==> config.mk <==
export PLATFORM = sky130hd
export DESIGN_NAME = ext_irq_ctrl
export DESIGN_NICKNAME = d
export VERILOG_FILES = /design/src/rtl/ext_irq_pkg.sv /design/src/rtl/ext_irq_sync.sv /design/src/rtl/ext_irq_regs.sv /design/src/rtl/ext_irq_line.sv /design/src/rtl/ext_irq_ctrl.sv
export SDC_FILE = /design/constraint.sdc
export NUM_CORES = 1
export LEC_CHECK = 0
export ABC_AREA = 1
export BUFFER_PORTS_ARGS = -buffer_cell sky130_fd_sc_hd__buf_2
export CAP_MARGIN = 20
export CORE_MARGIN = 10
export CORE_UTILIZATION = 50
export CTS_CLUSTER_DIAMETER = 40
export DETAILED_ROUTE_END_ITERATION = 10
export GPL_ROUTABILITY_DRIVEN = 1
export HOLD_SLACK_MARGIN = 0.03
export PLACE_DENSITY_LB_ADDON = 0.15
export SLEW_MARGIN = 10
export SYNTH_ARGS = -nofsm -noshare
export SYNTH_HDL_FRONTEND = slang
export SYNTH_SLANG_ARGS = --single-unit
==> constraint.sdc <==
create_clock -name clk -period 2.1 [get_ports clk]
set_input_delay 0.105 -clock clk [delete_from_list [all_inputs] [get_ports clk]]
set_output_delay 0.105 -clock clk [all_outputs]
set_load 0.02 [all_outputs]
==> src/rtl/ext_irq_pkg.sv <==
package ext_irq_pkg;
  localparam int NUM_LINES  = 4;
  localparam int WORD_W     = 32;
  localparam int MASTER_BIT = 12;
  localparam int ROUTE_BIT  = 0;

  typedef enum logic [1:0] {
    SENSE_HIGH = 2'd0,
    SENSE_RISE = 2'd1,
    SENSE_FALL = 2'd2,
    SENSE_LOW  = 2'd3
  } sense_e;

  function automatic int en_pos(input int n);
    return 11 - n;
  endfunction

  function automatic int clr_pos(input int n);
    return 27 - n;
  endfunction

  function automatic int sense_pos(input int n);
    return 22 - 2 * n;
  endfunction
endpackage

==> src/rtl/ext_irq_sync.sv <==
module ext_irq_sync #(
  parameter int WIDTH  = 4,
  parameter int STAGES = 2
) (
  input  logic             clk,
  input  logic             rst_n,
  input  logic [WIDTH-1:0] d,
  output logic [WIDTH-1:0] q
);
  logic [STAGES-1:0][WIDTH-1:0] chain_q;

  always_ff @(posedge clk or negedge rst_n) begin
    if (!rst_n) begin
      chain_q <= '0;
    end else begin
      chain_q[0] <= d;
      for (int i = 1; i < STAGES; i++) chain_q[i] <= chain_q[i-1];
    end
  end

  assign q = chain_q[STAGES-1];
endmodule

==> src/rtl/ext_irq_regs.sv <==
module ext_irq_regs
  import ext_irq_pkg::*;
(
  input  logic                      clk,
  input  logic                      rst_n,
  input  logic                      wr_en,
  input  logic [WORD_W-1:0]         wdata,
  input  logic                      rd_en,
  output logic [WORD_W-1:0]         rdata,
  output logic [NUM_LINES-1:0]      line_en,
  output logic [NUM_LINES-1:0][1:0] line_sense,
  output logic [NUM_LINES-1:0]      line_clr,
  output logic                      master_en,
  output logic                      route_crit
);
  logic [NUM_LINES-1:0]      en_q;
  logic [NUM_LINES-1:0][1:0] sense_q;
  logic                      master_q;
  logic                      route_q;
  logic [WORD_W-1:0]         word;

  always_ff @(posedge clk or negedge rst_n) begin
    if (!rst_n) begin
      en_q     <= '0;
      sense_q  <= '0;
      master_q <= 1'b0;
      route_q  <= 1'b0;
    end else if (wr_en) begin
      for (int n = 0; n < NUM_LINES; n++) begin
        en_q[n]    <= wdata[en_pos(n)];
        sense_q[n] <= wdata[sense_pos(n) +: 2];
      end
      master_q <= wdata[MASTER_BIT];
      route_q  <= wdata[ROUTE_BIT];
    end
  end

  always_comb begin
    word = '0;
    for (int n = 0; n < NUM_LINES; n++) begin
      word[en_pos(n)]         = en_q[n];
      word[sense_pos(n) +: 2] = sense_q[n];
      line_clr[n]             = wr_en & wdata[clr_pos(n)];
    end
    word[MASTER_BIT] = master_q;
    word[ROUTE_BIT]  = route_q;
  end

  assign rdata      = rd_en ? word : '0;
  assign line_en    = en_q;
  assign line_sense = sense_q;
  assign master_en  = master_q;
  assign route_crit = route_q;
endmodule

==> src/rtl/ext_irq_line.sv <==
module ext_irq_line
  import ext_irq_pkg::*;
(
  input  logic       clk,
  input  logic       rst_n,
  input  logic       pin_s,
  input  logic [1:0] sense,
  input  logic       en,
  input  logic       master,
  input  logic       clr,
  output logic       pend
);
  logic prev_q;
  logic latch_q;
  logic is_edge;
  logic hit;
  logic level_act;

  assign is_edge   = (sense == SENSE_RISE) || (sense == SENSE_FALL);
  assign hit       = ((sense == SENSE_RISE) &&  pin_s && !prev_q) ||
                     ((sense == SENSE_FALL) && !pin_s &&  prev_q);
  assign level_act = (sense == SENSE_HIGH) ? pin_s : !pin_s;

  always_ff @(posedge clk or negedge rst_n) begin
    if (!rst_n) begin
      prev_q  <= 1'b0;
      latch_q <= 1'b0;
    end else begin
      prev_q <= pin_s;
      if (!is_edge)  latch_q <= 1'b0;
      else if (hit)  latch_q <= 1'b1;
      else if (clr)  latch_q <= 1'b0;
    end
  end

  assign pend = master & en & (is_edge ? latch_q : level_act);

  AST_SET_WINS: assert property (@(posedge clk) disable iff (!rst_n)
    hit |=> latch_q);
  AST_W1C_CLEARS: assert property (@(posedge clk) disable iff (!rst_n)
    is_edge && clr && !hit |=> !latch_q);
  AST_EDGE_STICKY: assert property (@(posedge clk) disable iff (!rst_n)
    is_edge && latch_q && !clr |=> latch_q);
  AST_LEVEL_NO_LATCH: assert property (@(posedge clk) disable iff (!rst_n)
    !is_edge |=> !latch_q);
endmodule

==> src/rtl/ext_irq_ctrl.sv <==
module ext_irq_ctrl
  import ext_irq_pkg::*;
#(
  parameter int SYNC_STAGES = 2
) (
  input  logic        clk,
  input  logic        rst_n,
  input  logic        wr_en,
  input  logic [31:0] wdata,
  input  logic        rd_en,
  output logic [31:0] rdata,
  input  logic [3:0]  irq_pin,
  output logic        crit_pend,
  output logic [2:0]  main_pend,
  output logic        crit_route
);
  logic [NUM_LINES-1:0]      pin_s;
  logic [NUM_LINES-1:0]      line_en;
  logic [NUM_LINES-1:0][1:0] line_sense;
  logic [NUM_LINES-1:0]      line_clr;
  logic [NUM_LINES-1:0]      pend;
  logic                      master_en;

  ext_irq_sync #(.WIDTH(NUM_LINES), .STAGES(SYNC_STAGES)) u_sync (
    .clk(clk), .rst_n(rst_n), .d(irq_pin), .q(pin_s)
  );

  ext_irq_regs u_regs (
    .clk(clk), .rst_n(rst_n), .wr_en(wr_en), .wdata(wdata), .rd_en(rd_en),
    .rdata(rdata), .line_en(line_en), .line_sense(line_sense),
    .line_clr(line_clr), .master_en(master_en), .route_crit(crit_route)
  );

  for (genvar n = 0; n < NUM_LINES; n++) begin : g_line
    ext_irq_line u_line (
      .clk(clk), .rst_n(rst_n), .pin_s(pin_s[n]), .sense(line_sense[n]),
      .en(line_en[n]), .master(master_en), .clr(line_clr[n]), .pend(pend[n])
    );
  end

  assign crit_pend = pend[0];
  assign main_pend = pend[NUM_LINES-1:1];

  AST_MASTER_OFF: assert property (@(posedge clk) disable iff (!rst_n)
    !master_en |-> (pend == '0));
  AST_DISABLED_QUIET: assert property (@(posedge clk) disable iff (!rst_n)
    !line_en[0] |-> !crit_pend);
endmodule

After elaboration in Yosys (flattened, before gate mapping)
Cells that the tools add are included.
{ "classes": {"reduce_logical": 36, "bitwise": 12, "n_mux": 21, "eq_ne": 12} }
{ "ops": {"columns": ["op", "n"], "rows": [
  ["24-bit two-way mux", 1],
  ["1-bit two-way mux", 20],
  ["1-bit logical AND", 16],
  ["1-bit bitwise AND", 12],
  ["3-bit by 2-bit inequality test with 1-bit output (second input constant)", 4],
  ["2-bit by 1-bit == test with 1-bit output (second input constant)", 4],
  ["2-bit == test (second input constant)", 4],
  ["1-bit logical NOT", 8],
  ["2-bit logical NOT", 4],
  ["1-bit logical OR", 8]
]} }
{ "word_totals": {"output_inout_bits": 37, "ff_bits": 30, "in_bits": 40, "wordCells": 98} }

Logic depth before layout (Yosys ltp)
{ "depth": {"ltp_word": 6, "ltp_mapped": 7, "ltp_nobuf": 6} }

Cells and area by module
A second synthesis with hierarchy kept.
{ "hier_totals": {"cells_unflattened": 224, "hier_area_um2": 1746.7} }
{ "by_module_without_submodules": {"columns": ["mod", "n_inst", "seq_area_each_um2", "area_each_um2", "cells_each"], "rows": [
  ["ext_irq_regs", 1, 350.3, 850.8, 116],
  ["ext_irq_line", 4, 50.0, 166.4, 24],
  ["ext_irq_sync", 1, 200.2, 230.2, 12]
]} }

Worst setup path before layout
Ideal clock, no wire load.
{ "synth_timing": {"kind": "register to output", "from": "register u_regs.sense_q (netlist bit u_regs.line_sense[2])", "to": "output port main_pend[0]", "path_buffers": 1, "setup_slack_ns": 0.884, "stages_incl_launch_ff": 7, "arrival_ns": 1.111, "path_cell_list": "dfrtp_1 inv_1 ha_1 inv_1 nand2_1 o21a_1 buf_4"} }
{ "synth_between": {"elab_chain_cells": 4, "elab_cells_between_ends": 7} }
{ "synth_lines": {"columns": ["item", "line", "rtl"], "rows": [
  ["start: declaration", "ext_irq_regs.sv:17", "logic [NUM_LINES-1:0][1:0] sense_q;"],
  ["start signal: indexed assignment", "ext_irq_regs.sv:31", "sense_q[n] <= wdata[sense_pos(n) +: 2];"],
  ["2-bit logical NOT, or another cell as far along", "ext_irq_line.sv:22", "assign level_act = (sense == SENSE_HIGH) ? pin_s : !pin_s;"],
  ["1-bit two-way mux / 1-bit logical OR (equally long branches)", "ext_irq_line.sv:22, ext_irq_line.sv:19", null],
  ["1-bit two-way mux *", "ext_irq_line.sv:36", "assign pend = master & en & (is_edge ? latch_q : level_act);"],
  ["1-bit bitwise AND *", "ext_irq_line.sv:36", null],
  ["end: declaration", "ext_irq_ctrl.sv:14", "output logic [2:0] main_pend,"]
]} }
Every way passes the cells marked *; elsewhere a longest branch is shown, timed or not.

Worst setup path after layout
{ "layout_timing": {"from": "register u_regs.sense_q (netlist bit u_regs.line_sense[0])", "to": "output port crit_pend"} }
{ "layout_between": {"elab_chain_cells": 4, "elab_cells_between_ends": 7} }
{ "layout_lines": {"columns": ["item", "line", "rtl"], "rows": [
  ["2-bit logical NOT, or another cell as far along", "ext_irq_line.sv:22", null],
  ["1-bit two-way mux / 1-bit logical OR (equally long branches)", "ext_irq_line.sv:22, ext_irq_line.sv:19", null],
  ["1-bit two-way mux *", "ext_irq_line.sv:36", null],
  ["1-bit bitwise AND *", "ext_irq_line.sv:36", null],
  ["end: declaration", "ext_irq_ctrl.sv:13", "output logic crit_pend,"]
]} }
Marked as above.

==> flow_summary.json <==
{
  "status": "finished, final reports clean",
  "die_h_microns": 77.8,
  "path_clk_slew_ns": 0.09,
  "first_iter_violations": 44,
  "crit_path_start_kind": "register",
  "max_slew_margin": 0.559,
  "finalSetupViolCount": 0,
  "required_ns": 2.00,
  "slowest_delay_ns": 0.38,
  "synth_top_area_share": 0.449,
  "path_class": "reg -> out",
  "fin_ws_ns": 0.411,
  "synth_area_leader_cell": "dfrtp_1",
  "grt-ovfl-total": 0,
  "start_util": 0.534,
  "post_cts_buffers": 0,
  "vias": 1264,
  "grtUsageTotal": 0.125,
  "fin_crit_ns": 1.69,
  "drt_wl_total_mm": 3.46,
  "cts_resized": 0,
  "antenna_found_initial": 0,
  "syn_area_sq_um": 1670,
  "dpl.hpwl_mm": 2.45,
  "worst_slew_pin_slew_ns": 0.662,
  "cts.path.max_buffers": 2,
  "finalSetupTns_ns": 0,
  "ys_seq_area_frac": 0.449,
  "fin_crit_sh": 0.804,
  "drv_slew": 0,
  "cts_tree": "yes",
  "hold_class": "in -> reg",
  "synthTopCellsByArea": "dfrtp_1, nand2_1, buf_4",
  "n_antenna_cell": 0,
  "finalClockSkew_ns": 0.00961,
  "use_met2": 0.193,
  "cp_top_family": "flip-flops",
  "r2r-start": "u_regs.line_sense[1]",
  "use_met3": 0.0818,
  "cellPowerDensity_nw_per_um2": 642,
  "final_antenna_net_count": 0,
  "utilization": 0.661,
  "clock_sinks": 30,
  "syn_avg_cell_area_sq_um": 8.62,
  "rsz0062_at_grt": "false",
  "clockRootBuffer": "clkbuf_4",
  "worstHoldStart": "wdata[26]",
  "path_cells": "inv_1, ha_1, inv_1, nor2_1, nor2_1, o21a_1, buf_2",
  "die_width_microns": 77.8,
  "gp_congestion": 0.803,
  "grt_pass1_wl_mm": 6.24,
  "cp_slowest_cell": "dfrtp_1",
  "cts_hold_buf": 19,
  "use_met1": 0.136,
  "final_hold_viol_count": 0,
  "grt_max_degree": 31,
  "routedWlPerCell_microns": 11.5,
  "max_cap_violations": 0,
  "syn_inst": 194,
  "fmax_mhz": 592,
  "grt_pass1_vias": 1395,
  "synth.distinct_cells": 15,
  "rows": 20,
  "drive_above_1_share": 0.222,
  "ys_warn_count": 0,
  "rr_worst_depth": 6,
  "first_pass_iters": 4,
  "path_max_fanout": 3,
  "route.detailed.drc": 0,
  "ff2ff_setup_slack_ns": 1.09,
  "dp.cells": 274,
  "total_power_uw": 1330,
  "vias_per_cell": 4.20,
  "die_area_sq_um": 6060,
  "holdPathStages": 6,
  "numCtsBuffers": 5,
  "place_ws_ns": 0.768,
  "hold_end": "g_line[1].u_line.latch_q",
  "reg2reg_to": "g_line[0].u_line.latch_q",
  "nets": 308,
  "cp-end-kind": "output port",
  "worst-endpoint-arrival_ns": 1.58,
  "htree_levels": 2,
  "p_leak_uw": 0.00127,
  "area_growth_pct": 23.7,
  "ir_worst_vdd_mv": 0.431,
  "busiest_layer": "met2",
  "core_area_sq_um": 3130,
  "ys_ff_latch": 30,
  "ioPinCount": 77,
  "clock_latency_ns": 0.33,
  "worst-path-buf-inv": 3,
  "instances_no_fill": 301,
  "numPortBuffers": 44
}
## flip-flops by register name, summed over array words and instances (netlist names)
register and flops:
u_regs.line_sense 8, g_line.u_line.latch_q 4, g_line.u_line.prev_q 4, u_regs.line_en 4, u_sync.chain_q 4, u_sync.q 4, u_regs.master_en 1, u_regs.route_crit 1
## metal layers
metal | up-vias | wire length, microns
met5 | - | 0
met4 | 0 | 10
met3 | 2 | 446
met2 | 47 | 1510
met1 | 555 | 1500
li1 | 660 | -
## Yosys cell counts
library cell	instances
buf_4	21
nand3_1	12
dfrtp_1	30
buf_8	1
o21ai_0	8
nand2_1	46
o21a_1	4
buf_6	1
buf_2	2
nor2_1	12
ha_1	12
conb_1	1
mux2_2	2
inv_1	38
mux2_4	4
## worst reg2reg max path: cells and delay by family, from the launching register on
| family | cells | cell delay, ns |
|---|---|---|
| buf+inv | 2 | 0.12 |
| flops | 1 | 0.38 |
| simple gates | 3 | 0.21 |
| fa+ha+maj | 1 | 0.19 |
## metrics by stage
| step | hold slack [ns] | area [sq um] |
|---|---|---|
| floorplan | -0.191 | 1740 |
| global placement | 0.181 | 1820 |
| detailed placement | 0.180 | 1820 |
| CTS | 0.0980 | 2070 |
| global route | 0.149 | 2070 |
| finish | 0.118 | 2070 |
## where the power goes
part	internal (uW)	switching (uW)	total [uW]
Sequential	622	34.3	656
Clock	162	195	357
Combinational	127	187	313
## layout by cell type (no fill, tap or decap)
cell type and instances:
nand2_1 46, buf_2 44, inv_1 38, dfrtp_1 30, dlygate4sd3_1 19, conb_1 18, nor2_1 12, nand3_1 12
ha_1 12, o21ai_0 8, clkbuf_4 5, o21a_1 4, mux2_4 4, mux2_2 2, clkbuf_1 1, clkinv_2 1
clkbuf_8 1
## logic make-up (layout without fill, tap and decap cells)
logic type	count (synthesis)	after routing	share of synthesized area
and+or+nand+nor	70	70	0.166
buffers and inverters	63	109	0.201
DFF	30	30	0.449
adders and majority gates	12	12	0.0898
AOI/OAI and AO/OA	12	12	0.0419
muxes	6	6	0.0494
other	1	18	0.00224
## worst max path at each step
| stage | slack [ns] | cells past startpoint | to | start |
|---|---|---|---|---|
| finish | 0.41 | 7 | crit_pend | u_regs.line_sense[0] |
| global route | 0.24 | 7 | main_pend[1] | u_regs.line_sense[4] |
| CTS | 0.38 | 7 | crit_pend | u_regs.line_sense[0] |
| detailed placement | 0.77 | 7 | crit_pend | u_regs.line_sense[0] |
| global placement | 0.77 | 7 | main_pend[2] | u_regs.line_sense[6] |
| floorplan | 0.88 | 6 | main_pend[0] | u_regs.line_sense[2] |
## area by class of cell
class	count	area (sq um)
Fill cell	272	1060
Timing Repair Buffer	63	410
Sequential cell	30	751
Clock buffer	7	55.1
Inverter	38	143
Multi-Input combinational cell	118	648
Clock inverter	1	5.00
Tap cell	44	55.1
(Power assumes the default switching activity.)
